==> src/rtl/iret_seq_pkg.sv <==
package iret_seq_pkg;

    localparam int XLEN = 64;
    localparam int FLW  = 32;

    localparam int FLAG_VM   = 17;
    localparam int FLAG_NT   = 14;
    localparam int FLAG_PL_H = 13;
    localparam int FLAG_PL_L = 12;

    localparam logic [FLW-1:0] REAL_POP_KEEP = 32'h0025_7FD5;
    localparam logic [FLW-1:0] REAL_CUR_KEEP = 32'h001A_0000;
    localparam logic [FLW-1:0] V86_CUR_KEEP  = 32'h001A_3000;

    localparam logic [7:0] VEC_GP = 8'd13;

    typedef enum logic [2:0] {
        H_REAL, H_FROM_V86, H_PROT, H_LONG, H_TASK, H_FAULT
    } head_e;

    typedef enum logic [1:0] {
        T_NONE, T_OUTER, T_TO_V86, T_STACK
    } tail_e;

    typedef enum logic [2:0] {
        S_IDLE, S_HEAD, S_DECIDE, S_TAIL, S_COMMIT
    } state_e;

    function automatic logic [XLEN-1:0] opnd_mask(input logic [1:0] os);
        case (os)
            2'd0:    return 64'h0000_0000_0000_FFFF;
            2'd1:    return 64'h0000_0000_FFFF_FFFF;
            default: return '1;
        endcase
    endfunction

endpackage

==> src/rtl/iret_path_sel.sv <==
module iret_path_sel
    import iret_seq_pkg::*;
(
    input  logic           pe,
    input  logic           lma,
    input  logic [FLW-1:0] flags_cur,
    input  logic [1:0]     cpl,
    input  head_e          head_taken,
    input  logic [FLW-1:0] flags_popped,
    input  logic [1:0]     rpl_popped,
    output head_e          head_now,
    output tail_e          tail_now
);

    logic       vm_cur;
    logic       nt_cur;
    logic [1:0] pl_cur;

    assign vm_cur = flags_cur[FLAG_VM];
    assign nt_cur = flags_cur[FLAG_NT];
    assign pl_cur = flags_cur[FLAG_PL_H:FLAG_PL_L];

    always_comb begin
        if (!pe)              head_now = H_REAL;
        else if (lma)         head_now = nt_cur ? H_FAULT : H_LONG;
        else if (vm_cur)      head_now = (pl_cur == 2'd3) ? H_FROM_V86 : H_FAULT;
        else if (nt_cur)      head_now = H_TASK;
        else                  head_now = H_PROT;
    end

    always_comb begin
        unique case (head_taken)
            H_PROT: begin
                if (flags_popped[FLAG_VM] && cpl == 2'd0) tail_now = T_TO_V86;
                else if (rpl_popped > cpl)                tail_now = T_OUTER;
                else                                      tail_now = T_NONE;
            end
            H_LONG:  tail_now = (rpl_popped > cpl) ? T_OUTER : T_STACK;
            default: tail_now = T_NONE;
        endcase
    end

endmodule

==> src/rtl/iret_seg_clean.sv <==
module iret_seg_clean #(
    parameter int NSEG = 4,
    parameter int SELW = 16
) (
    input  logic [NSEG*SELW-1:0] sel_in,
    input  logic [NSEG*2-1:0]    dpl_in,
    input  logic [NSEG-1:0]      dnc_in,
    input  logic [1:0]           new_cpl,
    output logic [NSEG*SELW-1:0] sel_out
);

    for (genvar g = 0; g < NSEG; g++) begin : g_slot
        logic [SELW-1:0] sel_g;
        logic            is_null;
        logic            too_priv;

        assign sel_g    = sel_in[g*SELW +: SELW];
        assign is_null  = (sel_g[SELW-1:2] == '0);
        assign too_priv = dnc_in[g] && (dpl_in[g*2 +: 2] < new_cpl);
        assign sel_out[g*SELW +: SELW] = (is_null || too_priv) ? '0 : sel_g;
    end

endmodule

==> src/rtl/iret_seq.sv <==
module iret_seq
    import iret_seq_pkg::*;
#(
    parameter int NSEG = 4,
    parameter int SELW = 16,
    parameter int LIMW = 32
) (
    input  logic                 clk,
    input  logic                 rst_n,
    input  logic                 start,
    input  logic                 pe,
    input  logic                 lma,
    input  logic [FLW-1:0]       flags_in,
    input  logic [1:0]           cpl_in,
    input  logic [1:0]           osize,
    input  logic [XLEN-1:0]      sp_in,
    input  logic [SELW-1:0]      ss_in,
    input  logic [NSEG*SELW-1:0] sel_in,
    input  logic [NSEG*2-1:0]    seg_dpl,
    input  logic [NSEG-1:0]      seg_dnc,
    input  logic [LIMW-1:0]      cs_limit,
    output logic                 pop_req,
    output logic [XLEN-1:0]      pop_addr,
    input  logic                 pop_ack,
    input  logic [XLEN-1:0]      pop_data,
    output logic                 done,
    output logic                 fault_valid,
    output logic [7:0]           fault_code,
    output logic                 task_ret,
    output logic [XLEN-1:0]      ip_out,
    output logic [SELW-1:0]      cs_out,
    output logic [FLW-1:0]       flags_out,
    output logic [XLEN-1:0]      sp_out,
    output logic [SELW-1:0]      ss_out,
    output logic [NSEG*SELW-1:0] sel_out,
    output logic [1:0]           cpl_out
);

    localparam int HEAD_POPS = 3;
    localparam int TAIL_MAX  = NSEG + 2;
    localparam int IDXW      = $clog2(TAIL_MAX + 1);
    localparam int SELS      = NSEG * SELW;

    typedef struct packed {
        state_e          st;
        head_e           head;
        tail_e           tail;
        logic [IDXW-1:0] idx;
        logic [XLEN-1:0] ptr;
        logic [XLEN-1:0] ip;
        logic [SELW-1:0] cs;
        logic [FLW-1:0]  fl;
        logic [XLEN-1:0] tsp;
        logic [SELW-1:0] tss;
        logic [SELS-1:0] tsel;
        logic            done;
        logic            fv;
        logic            tret;
        logic [7:0]      fcode;
        logic [XLEN-1:0] o_ip;
        logic [SELW-1:0] o_cs;
        logic [FLW-1:0]  o_fl;
        logic [XLEN-1:0] o_sp;
        logic [SELW-1:0] o_ss;
        logic [SELS-1:0] o_sel;
        logic [1:0]      o_cpl;
    } seq_t;

    seq_t q, d;

    head_e           head_now;
    tail_e           tail_now;
    logic [SELS-1:0] sel_clean;
    logic [XLEN-1:0] step_w;
    logic [XLEN-1:0] pop_w;
    logic [FLW-1:0]  fl_new;
    logic            os16;

    assign step_w = XLEN'(2) << osize;
    assign pop_w  = pop_data & opnd_mask(osize);
    assign os16   = (osize == 2'd0);

    iret_path_sel u_path (
        .pe           (pe),
        .lma          (lma),
        .flags_cur    (flags_in),
        .cpl          (cpl_in),
        .head_taken   (q.head),
        .flags_popped (q.fl),
        .rpl_popped   (q.cs[1:0]),
        .head_now     (head_now),
        .tail_now     (tail_now)
    );

    iret_seg_clean #(.NSEG(NSEG), .SELW(SELW)) u_clean (
        .sel_in  (sel_in),
        .dpl_in  (seg_dpl),
        .dnc_in  (seg_dnc),
        .new_cpl (q.cs[1:0]),
        .sel_out (sel_clean)
    );

    function automatic logic [IDXW-1:0] tail_last(input tail_e t);
        return (t == T_TO_V86) ? IDXW'(TAIL_MAX - 1) : IDXW'(1);
    endfunction

    // flags image merge for the committed return
    always_comb begin
        unique case (q.head)
            H_REAL:
                fl_new = os16 ? {flags_in[FLW-1:16], q.fl[15:0]}
                              : (q.fl & REAL_POP_KEEP) | (flags_in & REAL_CUR_KEEP);
            H_FROM_V86:
                fl_new = os16 ? {flags_in[FLW-1:16], q.fl[15:14], flags_in[13:12], q.fl[11:0]}
                              : (q.fl & ~V86_CUR_KEEP) | (flags_in & V86_CUR_KEEP);
            default:
                fl_new = q.fl;
        endcase
    end

    always_comb begin
        d      = q;
        d.done = 1'b0;
        d.fv   = 1'b0;
        d.tret = 1'b0;
        unique case (q.st)
            S_IDLE: begin
                if (start) begin
                    unique case (head_now)
                        H_TASK: begin
                            d.done = 1'b1;
                            d.tret = 1'b1;
                        end
                        H_FAULT: begin
                            d.done  = 1'b1;
                            d.fv    = 1'b1;
                            d.fcode = VEC_GP;
                        end
                        default: begin
                            d.st   = S_HEAD;
                            d.head = head_now;
                            d.idx  = '0;
                            d.ptr  = sp_in;
                        end
                    endcase
                end
            end
            S_HEAD: begin
                if (pop_ack) begin
                    case (q.idx)
                        IDXW'(0): d.ip = pop_w;
                        IDXW'(1): d.cs = pop_w[SELW-1:0];
                        default:  d.fl = pop_w[FLW-1:0];
                    endcase
                    d.ptr = q.ptr + step_w;
                    d.idx = q.idx + 1'b1;
                    if (q.idx == IDXW'(HEAD_POPS - 1)) begin
                        d.st  = S_DECIDE;
                        d.idx = '0;
                    end
                end
            end
            S_DECIDE: begin
                if (!lma && (q.ip > XLEN'(cs_limit))) begin
                    d.st    = S_IDLE;
                    d.done  = 1'b1;
                    d.fv    = 1'b1;
                    d.fcode = VEC_GP;
                end else begin
                    d.tail = tail_now;
                    d.idx  = '0;
                    d.st   = (tail_now == T_NONE) ? S_COMMIT : S_TAIL;
                end
            end
            S_TAIL: begin
                if (pop_ack) begin
                    if (q.idx == IDXW'(0)) d.tsp = pop_w;
                    if (q.idx == IDXW'(1)) d.tss = pop_w[SELW-1:0];
                    for (int i = 0; i < NSEG; i++) begin
                        if (q.idx == IDXW'(i + 2)) d.tsel[i*SELW +: SELW] = pop_w[SELW-1:0];
                    end
                    d.ptr = q.ptr + step_w;
                    d.idx = q.idx + 1'b1;
                    if (q.idx == tail_last(q.tail)) d.st = S_COMMIT;
                end
            end
            S_COMMIT: begin
                d.st   = S_IDLE;
                d.done = 1'b1;
                d.o_ip = q.ip;
                d.o_cs = q.cs;
                d.o_fl = fl_new;
                unique case (q.tail)
                    T_NONE: begin
                        d.o_sp  = q.ptr;
                        d.o_ss  = ss_in;
                        d.o_sel = sel_in;
                        d.o_cpl = cpl_in;
                    end
                    T_OUTER: begin
                        d.o_sp  = q.tsp;
                        d.o_ss  = q.tss;
                        d.o_sel = sel_clean;
                        d.o_cpl = q.cs[1:0];
                    end
                    T_TO_V86: begin
                        d.o_sp  = q.tsp;
                        d.o_ss  = q.tss;
                        d.o_sel = q.tsel;
                        d.o_cpl = 2'd3;
                    end
                    default: begin
                        d.o_sp  = q.tsp;
                        d.o_ss  = q.tss;
                        d.o_sel = sel_in;
                        d.o_cpl = cpl_in;
                    end
                endcase
            end
            default: d.st = S_IDLE;
        endcase
    end

    always_ff @(posedge clk) begin
        if (!rst_n) q <= '0;
        else        q <= d;
    end

    assign pop_req     = (q.st == S_HEAD) || (q.st == S_TAIL);
    assign pop_addr    = q.ptr;
    assign done        = q.done;
    assign fault_valid = q.fv;
    assign fault_code  = q.fcode;
    assign task_ret    = q.tret;
    assign ip_out      = q.o_ip;
    assign cs_out      = q.o_cs;
    assign flags_out   = q.o_fl;
    assign sp_out      = q.o_sp;
    assign ss_out      = q.o_ss;
    assign sel_out     = q.o_sel;
    assign cpl_out     = q.o_cpl;

    // a stalled read keeps its request and address
    p_hold_req_r13: assert property (@(posedge clk) disable iff (!rst_n)
        pop_req && !pop_ack |=> pop_req && $stable(pop_addr));

    // consecutive pops move by one operand step
    p_addr_step_r2: assert property (@(posedge clk) disable iff (!rst_n)
        pop_req && pop_ack |=> !pop_req || (pop_addr == $past(pop_addr) + $past(step_w)));

    // a fault leaves restored state untouched and reports vector 13
    p_fault_hold_r14: assert property (@(posedge clk) disable iff (!rst_n)
        fault_valid |-> done && !task_ret && fault_code == VEC_GP && $stable(ip_out)
                        && $stable(sp_out) && $stable(sel_out) && $stable(cpl_out)
                        && $stable(flags_out));

    // a nested task return commits nothing
    p_task_hold_r6: assert property (@(posedge clk) disable iff (!rst_n)
        task_ret |-> done && $stable(ip_out) && $stable(cs_out) && $stable(cpl_out));

    // completion never overlaps an outstanding read
    p_done_idle_r14: assert property (@(posedge clk) disable iff (!rst_n)
        done |-> !pop_req);

endmodule

==> config.mk <==
export PLATFORM = sky130hd
export DESIGN_NAME = iret_seq
export DESIGN_NICKNAME = d
export VERILOG_FILES = /design/src/rtl/iret_seq_pkg.sv /design/src/rtl/iret_path_sel.sv /design/src/rtl/iret_seg_clean.sv /design/src/rtl/iret_seq.sv
export SDC_FILE = /design/constraint.sdc
export NUM_CORES = 1
export LEC_CHECK = 0
export BUFFER_PORTS_ARGS = -buffer_cell sky130_fd_sc_hd__buf_2
export CORE_MARGIN = 2
export CORE_UTILIZATION = 25
export CTS_CLUSTER_DIAMETER = 100
export DETAILED_ROUTE_END_ITERATION = 10
export PLACE_DENSITY = 0.54
export SLEW_MARGIN = 20
export SYNTH_ARGS = -nofsm -noshare
export SYNTH_HDL_FRONTEND = slang
export SYNTH_HIERARCHICAL = 1
export SYNTH_SLANG_ARGS = --single-unit
export TNS_END_PERCENT = 20
==> constraint.sdc <==
create_clock -name clk -period 4.3 [get_ports clk]
set_clock_uncertainty 0.05 [all_clocks]
set_input_delay 0.215 -clock clk [delete_from_list [all_inputs] [get_ports clk]]
set_output_delay 0.215 -clock clk [all_outputs]
set_load 0.05 [all_outputs]
==> results.json <==
{
  "antenna_found_initial": 12,
  "core_sq_um": 118200,
  "vdd.ir_drop.worst_uv": 316.0,
  "rsz0062_at_grt": "false",
  "clkPwrFrac_pct": 45.8,
  "final_antenna_net_count": 0,
  "placedCellCount": 5453,
  "worstPathMaxFanout": 9,
  "hold_class": "primary input to flop",
  "drv_cap": 0,
  "mostFrequentLayoutCells": "nand2_1, buf_2, dfxtp_1",
  "clock-sinks": 593,
  "final-max-slew-violation-count": 0,
  "cts-buffers-inserted": 77,
  "ys.warnings.count": 6,
  "fmax_mhz": 308.7,
  "cts_tree": "yes",
  "final_cell_area_sq_um": 36370,
  "synthTopCellsByArea": "dfxtp_1, nand2_1, buf_4",
  "fin_crit_ns": 3.239,
  "tightest_slew_ns": 1.185,
  "rows": 126,
  "synth_cell_type_count": 75,
  "dr.pass1.iters": 5,
  "grt_overflow_total": 0,
  "startpoint_type": "flop",
  "crit_type": "flop to flop",
  "syn-cell-area_sq_um": 29850,
  "avgSynthCellArea_sq_um": 7.676,
  "dpl_cell_area_sq_um": 31780,
  "cp-end-kind": "flop",
  "finalNonFillerCells": 5783,
  "grt_pass1_vias": 26010,
  "num-nets-final": 4526,
  "drc": 0,
  "final_common_cell": "nand2_1",
  "seqPwrFrac_pct": 39.4,
  "synth.largest_area_cell": "dfxtp_1",
  "die-area_sq_um": 122200,
  "cts_buffer_depth": 3,
  "p_sw_share_pct": 30.68,
  "hpwl_um": 87370,
  "place_ws_ns": 0.8343,
  "cp.arrival_ns": 3.76,
  "power.internal_mw": 10.42,
  "combPwrFrac_pct": 14.8,
  "h-tree-depth": 3,
  "viasPerCell": 4.887,
  "cts-root-buf": "clkbuf_16",
  "setup-violations-final": 0,
  "drt_iter0_drc": 2245,
  "p_per_area_nw_per_um2": 413.4,
  "cellLeakagePower_nw": 13.73,
  "routed_wl_um": 123500,
  "synth-main-ff-cell": "dfxtp_1",
  "routabilityCongestion": 0.8421,
  "synthArstFlopShare_pct": 0,
  "grt_use_total_pct": 19.30,
  "setup_ws_ns": 1.061,
  "grt_pass1_wl_um": 176700,
  "syn_inst": 3889,
  "synth_top_area_share_pct": 39.77,
  "ys_ff_latch": 593,
  "post-cts-setup-buffers": 0,
  "pin_count": 628,
  "hold_viol_final": 0,
  "die_w_um": 349.6,
  "worstSkewPairLatency_ns": 0.66,
  "grt_max_degree": 193,
  "cts.clk_slew.worst_paths_ns": 0.06,
  "die_y_um": 349.6,
  "period_share_pct": 75.33,
  "worstPathRequired_ns": 4.82,
  "wl_per_cell_um": 21.35,
  "start_util_pct": 25.25,
  "tns_ns": 0,
  "run_status": "complete, no violations",
  "ys_seq_area_share_pct": 39.77,
  "drive_above_1_share_pct": 19.74,
  "slew_headroom_pct": 20.15,
  "power.switching_mw": 4.613,
  "vias": 28260,
  "port_buffers": 609,
  "synth-edff-count": 0,
  "areaGrowthSynthToFinish_pct": 21.84
}
-- final timing paths --
kind	to	startpoint	slack [ns]	cells past startpoint
min	pop_addr[23]	sp_in[23]	0.05	4
min reg2reg	cs_out[7]	q[452]	0.40	2
max	pop_addr[37]	pop_addr[1]	1.06	10
max reg2reg	pop_addr[37]	pop_addr[1]	1.06	10
-- metal layers --
metal / routed length [um] / global-route usage (%)
met5: 117 / 0
met2: 54330 / 29.76
met1: 57020 / 26.66
met4: 3094 / 5.691
met3: 8925 / 4.465
-- power groups by stage --
stage | clock network [mW] | logic [mW] | registers, mW
2_1_floorplan | 0 | 1.50 | 5.91
3_3_place_gp | 0 | 2.09 | 6.04
3_5_place_dp | 0 | 2.10 | 6.04
4_1_cts | 7.08 | 2.25 | 5.92
5_1_grt | 7.29 | 2.40 | 5.94
6_report | 6.88 | 2.23 | 5.92
-- flip-flops by register name, indices dropped and copies added (netlist names) --
signal and count:
task_ret 1, pop_addr 64, q 267, cpl_out 2, flags_out 32, done 1, cs_out 16, fault_code 1
ss_out 16, sp_out 64, ip_out 64, fault_valid 1, sel_out 64
-- area by class of cell --
class	count	area [sq um]
Antenna cell	1	2.502
Clock buffer	104	2242
Fill cell	12660	81870
Timing Repair Buffer	850	5490
Clock inverter	37	462.9
Inverter	52	202.7
Tap cell	1536	1922
Multi-Input combinational cell	2610	14170
Sequential cell	593	11880
-- cells by family after synthesis --
group | Yosys count | synth area share (%)
AO/OA/AOI/OAI | 964 | 19.68
XOR/XNOR | 9 | 0.2641
adder cells (fa/ha/maj) | 48 | 2.037
buffers and inverters | 690 | 13.03
flip-flops | 593 | 39.77
multiplexers | 79 | 2.674
other | 1 | 0.01256
AND/OR/NAND/NOR | 1505 | 22.53
-- critical path: stages, from the launching register on --
cell       delay, ns
dfxtp_1         0.42
ha_1            0.20
inv_1           0.06
fa_1            0.40
nor2b_1         0.14
o21ai_1         0.17
a2111oi_4       0.84
nand3_2         0.22
or4_1           0.44
a21o_1          0.20
o21ai_2         0.04
-- synth_stat cells, types with 30 or more instances --
library cell,number
a211oi_1,133
a21oi_1,470
a311oi_1,86
buf_4,335
clkbuf_1,262
dfxtp_1,593
ha_1,47
inv_1,50
mux2i_1,73
nand2_1,788
nand3_1,170
nand4_1,30
nor2_1,237
nor2b_1,134
nor3_1,36
o21ai_0,152
-- repair_timing --
action,in CTS,in global routing
resized for setup,0,0
hold buffers,188,0
setup endpoints to repair,0,0
endpoints found under the hold margin,332,0
-- per-stage QoR --
step / power (mW) / hold slack (ns) / util [%]
5_1_grt: 15.64 / 0.03249 / 30.76
3_5_place_dp: 8.140 / 0.3842 / 26.88
6_report: 15.04 / 0.05413 / 30.76
3_3_place_gp: 8.120 / 0.3840 / 26.88
4_1_cts: 15.25 / 0.0002552 / 30.76
2_1_floorplan: 7.409 / 0.2736 / -
Power figures use the tool's default switching activity.
